**src/rtl/clash_ram_pkg.sv**
```systemverilog
package clash_ram_pkg;

    // Classification of what the two ports do to one word in one cycle
    typedef enum logic [1:0] {
        CLASH_NONE = 2'd0,
        CLASH_RR   = 2'd1,
        CLASH_RW   = 2'd2,
        CLASH_WW   = 2'd3
    } clash_kind_e;

    // True for the kinds that produce an undefined outcome
    function automatic logic is_harmful(input clash_kind_e k);
        return (k == CLASH_RW) || (k == CLASH_WW);
    endfunction

endpackage

```
**src/rtl/clash_detect.sv**
```systemverilog
// clash_detect
// Purely combinational. It compares the two port requests of the current
// cycle and says whether and how they collide.
// Assumes both requests belong to the same clock edge; it holds no state.
module clash_detect
    import clash_ram_pkg::*;
#(
    parameter int ADDR_W = 4
) (
    input  logic              pa_en,
    input  logic              pa_wr,
    input  logic [ADDR_W-1:0] pa_addr,
    input  logic              pb_en,
    input  logic              pb_wr,
    input  logic [ADDR_W-1:0] pb_addr,
    output clash_kind_e       kind,
    output logic              pa_read_hit,
    output logic              pb_read_hit
);

    logic same_word;

    // Same word only when both ports are active and addresses agree
    always_comb begin
        same_word = pa_en && pb_en && (pa_addr == pb_addr);
    end

    // Sort the collision into one of the four kinds
    always_comb begin
        kind = CLASH_NONE;
        if (same_word) begin
            case ({pa_wr, pb_wr})
                2'b00:   kind = CLASH_RR;
                2'b11:   kind = CLASH_WW;
                default: kind = CLASH_RW;
            endcase
        end
    end

    // Name the reading side of a read-write collision
    always_comb begin
        pa_read_hit = (kind == CLASH_RW) && !pa_wr;
        pb_read_hit = (kind == CLASH_RW) && !pb_wr;
    end

endmodule

```
**src/rtl/word_store.sv**
```systemverilog
// word_store
// The storage array with two write paths and two registered read paths.
// It applies the collision outcome: a write-write collision stores poison,
// and a reader that collided with a write gets poison.
// Assumes the collision inputs come from clash_detect for the same cycle.
// Contents are not reset.
module word_store
    import clash_ram_pkg::*;
#(
    parameter int ADDR_W = 4,
    parameter int DATA_W = 16
) (
    input  logic              clk,
    input  logic              rst_n,
    input  logic              pa_en,
    input  logic              pa_wr,
    input  logic [ADDR_W-1:0] pa_addr,
    input  logic [DATA_W-1:0] pa_wdata,
    input  logic              pb_en,
    input  logic              pb_wr,
    input  logic [ADDR_W-1:0] pb_addr,
    input  logic [DATA_W-1:0] pb_wdata,
    input  clash_kind_e       kind,
    input  logic              pa_read_hit,
    input  logic              pb_read_hit,
    output logic [DATA_W-1:0] pa_rdata,
    output logic [DATA_W-1:0] pb_rdata
);

    localparam int DEPTH = 1 << ADDR_W;
    localparam logic [DATA_W-1:0] POISON = '1;

    logic [DATA_W-1:0] mem [DEPTH];

    // Commit the writes of the cycle; a write-write collision stores poison
    always_ff @(posedge clk) begin
        if (kind == CLASH_WW) begin
            mem[pa_addr] <= POISON;
        end else begin
            if (pa_en && pa_wr) mem[pa_addr] <= pa_wdata;
            if (pb_en && pb_wr) mem[pb_addr] <= pb_wdata;
        end
    end

    // Port A read register, poisoned when port B wrote the same word
    always_ff @(posedge clk) begin
        if (!rst_n)                pa_rdata <= '0;
        else if (pa_en && !pa_wr)  pa_rdata <= pa_read_hit ? POISON : mem[pa_addr];
    end

    // Port B read register, poisoned when port A wrote the same word
    always_ff @(posedge clk) begin
        if (!rst_n)                pb_rdata <= '0;
        else if (pb_en && !pb_wr)  pb_rdata <= pb_read_hit ? POISON : mem[pb_addr];
    end

endmodule

```
**src/rtl/clash_counter.sv**
```systemverilog
// clash_counter
// Counts the cycles that held a harmful collision and sticks at its
// maximum value. It clears on synchronous reset.
// Assumes one increment at most per clock.
module clash_counter #(
    parameter int CNT_W = 16
) (
    input  logic             clk,
    input  logic             rst_n,
    input  logic             bump,
    output logic [CNT_W-1:0] count
);

    localparam logic [CNT_W-1:0] TOP = '1;

    // Saturating increment
    always_ff @(posedge clk) begin
        if (!rst_n)                    count <= '0;
        else if (bump && count != TOP) count <= count + 1'b1;
    end

endmodule

```
**src/rtl/dual_port_clash_ram.sv**
```systemverilog
// dual_port_clash_ram
// A two-port memory on one clock. Same-word accesses get defined outcomes
// and per-port flags, and a counter keeps a total of them.
// Assumes both ports are synchronous to clk. Reads take one cycle, and the
// flags line up with the read data of the same access.
module dual_port_clash_ram
    import clash_ram_pkg::*;
#(
    parameter int ADDR_W = 4,
    parameter int DATA_W = 16,
    parameter int CNT_W  = 16
) (
    input  logic              clk,
    input  logic              rst_n,
    input  logic              pa_en,
    input  logic              pa_wr,
    input  logic [ADDR_W-1:0] pa_addr,
    input  logic [DATA_W-1:0] pa_wdata,
    output logic [DATA_W-1:0] pa_rdata,
    output logic              pa_rd_clash,
    output logic              pa_wr_clash,
    input  logic              pb_en,
    input  logic              pb_wr,
    input  logic [ADDR_W-1:0] pb_addr,
    input  logic [DATA_W-1:0] pb_wdata,
    output logic [DATA_W-1:0] pb_rdata,
    output logic              pb_rd_clash,
    output logic              pb_wr_clash,
    output logic [CNT_W-1:0]  clash_count
);

    clash_kind_e kind;
    logic        pa_read_hit;
    logic        pb_read_hit;
    logic        both_wr_q;

    clash_detect #(.ADDR_W(ADDR_W)) u_detect (
        .pa_en       (pa_en),
        .pa_wr       (pa_wr),
        .pa_addr     (pa_addr),
        .pb_en       (pb_en),
        .pb_wr       (pb_wr),
        .pb_addr     (pb_addr),
        .kind        (kind),
        .pa_read_hit (pa_read_hit),
        .pb_read_hit (pb_read_hit)
    );

    word_store #(.ADDR_W(ADDR_W), .DATA_W(DATA_W)) u_store (
        .clk         (clk),
        .rst_n       (rst_n),
        .pa_en       (pa_en),
        .pa_wr       (pa_wr),
        .pa_addr     (pa_addr),
        .pa_wdata    (pa_wdata),
        .pb_en       (pb_en),
        .pb_wr       (pb_wr),
        .pb_addr     (pb_addr),
        .pb_wdata    (pb_wdata),
        .kind        (kind),
        .pa_read_hit (pa_read_hit),
        .pb_read_hit (pb_read_hit),
        .pa_rdata    (pa_rdata),
        .pb_rdata    (pb_rdata)
    );

    clash_counter #(.CNT_W(CNT_W)) u_count (
        .clk   (clk),
        .rst_n (rst_n),
        .bump  (is_harmful(kind)),
        .count (clash_count)
    );

    // Register the flags so they line up with the read data
    always_ff @(posedge clk) begin
        if (!rst_n) begin
            pa_rd_clash <= 1'b0;
            pb_rd_clash <= 1'b0;
            both_wr_q   <= 1'b0;
        end else begin
            pa_rd_clash <= pa_read_hit;
            pb_rd_clash <= pb_read_hit;
            both_wr_q   <= (kind == CLASH_WW);
        end
    end

    // A write-write collision is reported on both sides
    always_comb begin
        pa_wr_clash = both_wr_q;
        pb_wr_clash = both_wr_q;
    end

endmodule

```
**config.mk**
```make
export PLATFORM = sky130hd
export DESIGN_NAME = dual_port_clash_ram
export DESIGN_NICKNAME = d
export VERILOG_FILES = /design/src/rtl/clash_ram_pkg.sv /design/src/rtl/clash_detect.sv /design/src/rtl/word_store.sv /design/src/rtl/clash_counter.sv /design/src/rtl/dual_port_clash_ram.sv
export SDC_FILE = /design/constraint.sdc
export NUM_CORES = 1
export LEC_CHECK = 0
export BUFFER_PORTS_ARGS = -buffer_cell sky130_fd_sc_hd__buf_2
export CORE_AREA = 2 2 231 187
export CTS_CLUSTER_SIZE = 10
export DETAILED_ROUTE_END_ITERATION = 6
export DIE_AREA = 0 0 233 189
export GPL_ROUTABILITY_DRIVEN = 0
export PLACE_DENSITY = 0.59
export SYNTH_ARGS = -nofsm -noshare
export SYNTH_HDL_FRONTEND = slang
export SYNTH_SLANG_ARGS = --single-unit
export TNS_END_PERCENT = 20
```
**constraint.sdc**
```tcl
create_clock -name clk -period 4.1 [get_ports clk]
set_input_delay 0.41 -clock clk [delete_from_list [all_inputs] [get_ports clk]]
set_output_delay 0.41 -clock clk [all_outputs]
set_load 0.03 [all_outputs]
```
== Yosys cells after proc, flatten, opt, wreduce, memory -nomap -nowiden ==
Memory sizes are Yosys's and may differ from the RTL's.
Cells that the tools add are included.

* Add/subtract/negate cells: 1
* Eq/ne operators: 5
* Muxes and demuxes: 13
* Bitwise gates (word level): 1
* Reduce and logical (&&, ||, !) cells: 13

{| class="wikitable"
|+ Operators with widths
! cell !! number
|-
| two-way mux 16 bit || 3
|-
| adder 16 x 1 -> 16 bit (second input constant) || 1
|-
| inequality test 16 bit (second input constant) || 1
|-
| logical AND 1 bit || 9
|-
| two-way mux 1 bit || 8
|-
| equality test 2 bit (second input constant) || 3
|-
| equality test 4 bit || 1
|-
| case mux 2 bit (2 select lines) || 1
|-
| logical NOT 1 bit || 2
|-
| logical NOT 2 bit || 1
|-
| two-way mux 2 bit || 1
|-
| logical OR 1 bit || 1
|-
| bitwise OR 1 bit || 1
|}

* Register bits: 51
* Bits in writable memories: 256
* Input bits: 46
* Output and inout port bits: 52
* Word-level logic and storage cells: 40
* Memories: 1

{| class="wikitable"
|+ Memories
! memory !! depth !! bits a word !! read ports !! clocked after Yosys merged registers in !! write ports !! line !! source
|-
| u_store.mem || 16 || 16 || 2 || 0 || 2 || word_store.sv:33 || <nowiki>logic [DATA_W-1:0] mem [DEPTH];</nowiki>
|}

== Longest topological paths before layout ==
* Word-level depth: 7
* Gate-level depth with buffers: 8
* Gate-level depth less buffers: 6

== By module ==
From an unflattened synthesis, not the netlist that was laid out.

* Cell total of the unflattened synthesis: 1214
* Area, all modules: 17332.9 sq um

{| class="wikitable"
|+ By module, submodules not included
! module !! instances !! cells each !! area an instance (sq um) !! seq. area each (sq um)
|-
| word_store || 1 || 1095 || 16296.9 || 8328.0
|-
| clash_counter || 1 || 97 || 837.1 || 320.3
|-
| clash_detect || 1 || 14 || 106.4 || 0.0
|-
| dual_port_clash_ram || 1 || 8 || 92.6 || 60.1
|}

== Worst setup path after synthesis ==
OpenSTA, ideal clock, no wires.

* Kind: input -> register
* From: input pa_addr[1]
* To: memory u_store.mem[11][0], enable pin
* Setup time: 0.395 ns
* Arrival: 2.531 ns
* Required time: 3.705 ns
* Setup slack: 1.174 ns
* Cell stages on the path: 6
* Path buffers: 4
* Cell sequence: buf_2 > buf_2 > buf_1 > buf_1 > nand3_1 > o22ai_1

{| class="wikitable"
|+ RTL lines
! item !! line !! source
|-
| from (decl) || dual_port_clash_ram.sv:17 || <nowiki>input logic [ADDR_W-1:0] pa_addr,</nowiki>
|-
| to (decl) || word_store.sv:33 ||
|}

==> metrics.cfg <==
[setup_path]
crit_path_top_delay_cell = o31ai_1
ff2ff_setup_slack_ns = 1.82
reg2regPathDepth = 5
timing.rr.start = u_count.count[0]
crit_arrival_ns = 2.80
critPathMaxStageDelay_ns = 0.56
path_cells = clkbuf_8 > xnor2_1 > nand3_2 > o31ai_1 > nand3b_1 > o22ai_2 > buf_4
critical_path.max_fanout = 67
worstSetupEndpoint = u_store.mem[5][14]
worstPathRequired_ns = 4.31
cp-start-kind = input pin
r2r_end = u_count.count[8]
worst_setup_path_end_kind = register
criticalPathCategory = input pin to register
crit_start = pb_addr[1]

[finish]
nNetsFinal = 2213
area_delta_synth_final_pct = 11.0
drive_above_1_share = 0.114
design_area_um2 = 20600
multiInputGateArea_um2 = 9150
seq_area_um2 = 8710
fin_cells = 2739
mostFrequentLayoutCells = nor2_1 (531), edfxtp_1 (256), o21ai_0 (241)
nFillCells = 3845
final_common_cell = nor2_1

[timing]
rsz0062_at_grt = false
hold_viol_final = 0
finalCritPeriodShare = 0.631
skew_ns = 0.0274
slew_viol_final = 0
slew-limit-headroom = 0.133
fin_setup_tns_ns = 0
worst_hold_slack_ns = 0.0956
fmax_mhz = 386
tightest_slew_ns = 1.30
setup_viol_count_final = 0
period_minus_slack_ns = 2.59

[clocking]
numCtsBuffers = 37
ctsLongestPathBuffers = 3
cts_setup_buffers = 0
cts_hold_buf = 0
clkTransAtPathRegs_ns = 0.06
insertion_delay_ns = 0.55
cts_max_level = 2
cts_sinks = 307
cts_resized = 0
cts_root_buffer = clkbuf_16
cts_tree = built

[die]
rows = 67
die_h_um = 189
initial_core_util = 0.446
die_w_um = 233
die-area_um2 = 44000
io_pins = 98
core_area_um2 = 41700

[routing]
wl_per_cell_um = 27.0
vias = 17108
drt-vias-per-instance = 6.25
drc = 0
wl_um = 73800
first_pass_iters = 6
drtIter0Drc = 2369
ant_nets = 0

[logic_synthesis]
syn-cell-area_um2 = 18600
syn_nets = 2236
ys_ff_latch = 307
synth_cell_types = 49
syn_avg_cell_area_um2 = 8.50
synth-warning-count = 0
yosysSeqAreaShare = 0.468
async_flop_share = 0
syn_inst = 2188
synthFlopType = edfxtp_1
synth-edff-count = 256

[placed_design]
place.port_buffers = 97
placedInstanceArea_um2 = 19600
hpwl_um = 47900
post-place-cells = 2678

[worst_hold_path]
hold_path_class = input pin to register

[global_routing]
grt_use_total = 0.334
grt_overflow_total = 0
grt_pass1_wl_um = 107000
antenna_found_initial = 2
grt_pass1_vias = 15920
grt_max_degree = 185

[status]
status = completed

[flow_run]
cap_violations = 0

[power_and_ir_drop]
p_total_mw = 7.72
power.density_nw_per_um2 = 374
ir_drop_v = 0.000283
power.leakage_nw = 7.96

worst min-delay path by stage:
stage | start | endpoint | slack (ns) | cells past startpoint
global route | pa_wr | pa_rd_clash | 0.1 | 2
detailed placement | u_count.count[5] | u_count.count[5] | 0.50 | 2
CTS | pa_wr | pa_rd_clash | 0.08 | 2
global placement | u_count.count[5] | u_count.count[5] | 0.48 | 2
finish | pa_wr | pa_rd_clash | 0.1 | 2
floorplan | pa_wr | pa_rd_clash | 0.48 | 1
report_power, final:
group          internal (mW)  switching [mW]  leakage (nW)
sequential              3.48          0.0582          3.23
combinational          0.284           0.791          4.21
clock                   1.80            1.31         0.524
total                   5.56            2.16          7.96
Yosys cell counts (12+ instances only):
cell | instances | area, um2
nor2_1 | 536 | 2010
edfxtp_1 | 256 | 7690
o21ai_0 | 241 | 1210
clkbuf_1 | 166 | 623
mux2i_1 | 150 | 1500
nor2b_1 | 133 | 832
a211oi_1 | 128 | 961
nand2_1 | 115 | 432
nand3_1 | 76 | 380
nor3_1 | 72 | 360
a21oi_1 | 70 | 350
dfxtp_1 | 51 | 1020
buf_1 | 39 | 146
o211ai_1 | 32 | 240
or2_2 | 17 | 106
o22ai_1 | 16 | 100
nand2b_1 | 13 | 81.3
buf_2 | 12 | 60.1
area by class of cell:
class                      instances  area share
inverter                           8     0.00145
sequential                       307       0.422
multi-input combinational       1653       0.443
timing repair buffer             158      0.0477
clock buffer                      57      0.0505
tap                              552      0.0334
clock inverter                     3     0.00212
antenna                            1    0.000121
routing by layer:
| metal | wire (um) | vias to the layer above | part of all wire | GRT usage |
|---|---|---|---|---|
| li1 | - | 7668 | - | - |
| met4 | 2720 | 0 | 0.037 | 0.130 |
| met1 | 29100 | 8136 | 0.39 | 0.459 |
| met3 | 10000 | 183 | 0.14 | 0.0976 |
| met5 | 0 | - | 0 | 0 |
| met2 | 31900 | 1121 | 0.43 | 0.495 |
sequential cells by signal (all words and copies together), names as in the netlist:
| name | flops |
|---|---|
| u_store.pb_rdata | 16 |
| pb_rd_clash | 1 |
| u_store.mem | 256 |
| pa_wr_clash | 1 |
| pa_rd_clash | 1 |
| u_store.pa_rdata | 16 |
| u_count.count | 16 |
kinds of logic after synthesis:
logic type	share of synthesized area
and+or+nand+nor	0.240
AOI/OAI and AO/OA	0.158
DFF	0.468
buffers and inverters	0.0478
muxes	0.0807
xor gates and xnor gates	0.00370
adders and majority gates	0.00135
per-stage QoR:
step / utilization / worst slack [ns]
detailed placement: 0.469 / 0.969
CTS: 0.496 / 1.52
finish: 0.496 / 1.51
global route: 0.496 / 1.39
global placement: 0.469 / 1.01
floorplan: - / 1.17
worst max-delay path: cells and delay by family:
kind                      cells  cell delay (ns)
and+or+nand+nor               2             0.60
buffers and inverters         2             0.78
AOI/OAI and AO/OA             2             0.76
xor gates and xnor gates      1             0.22
Note: power is estimated with default switching activity, not from simulation.
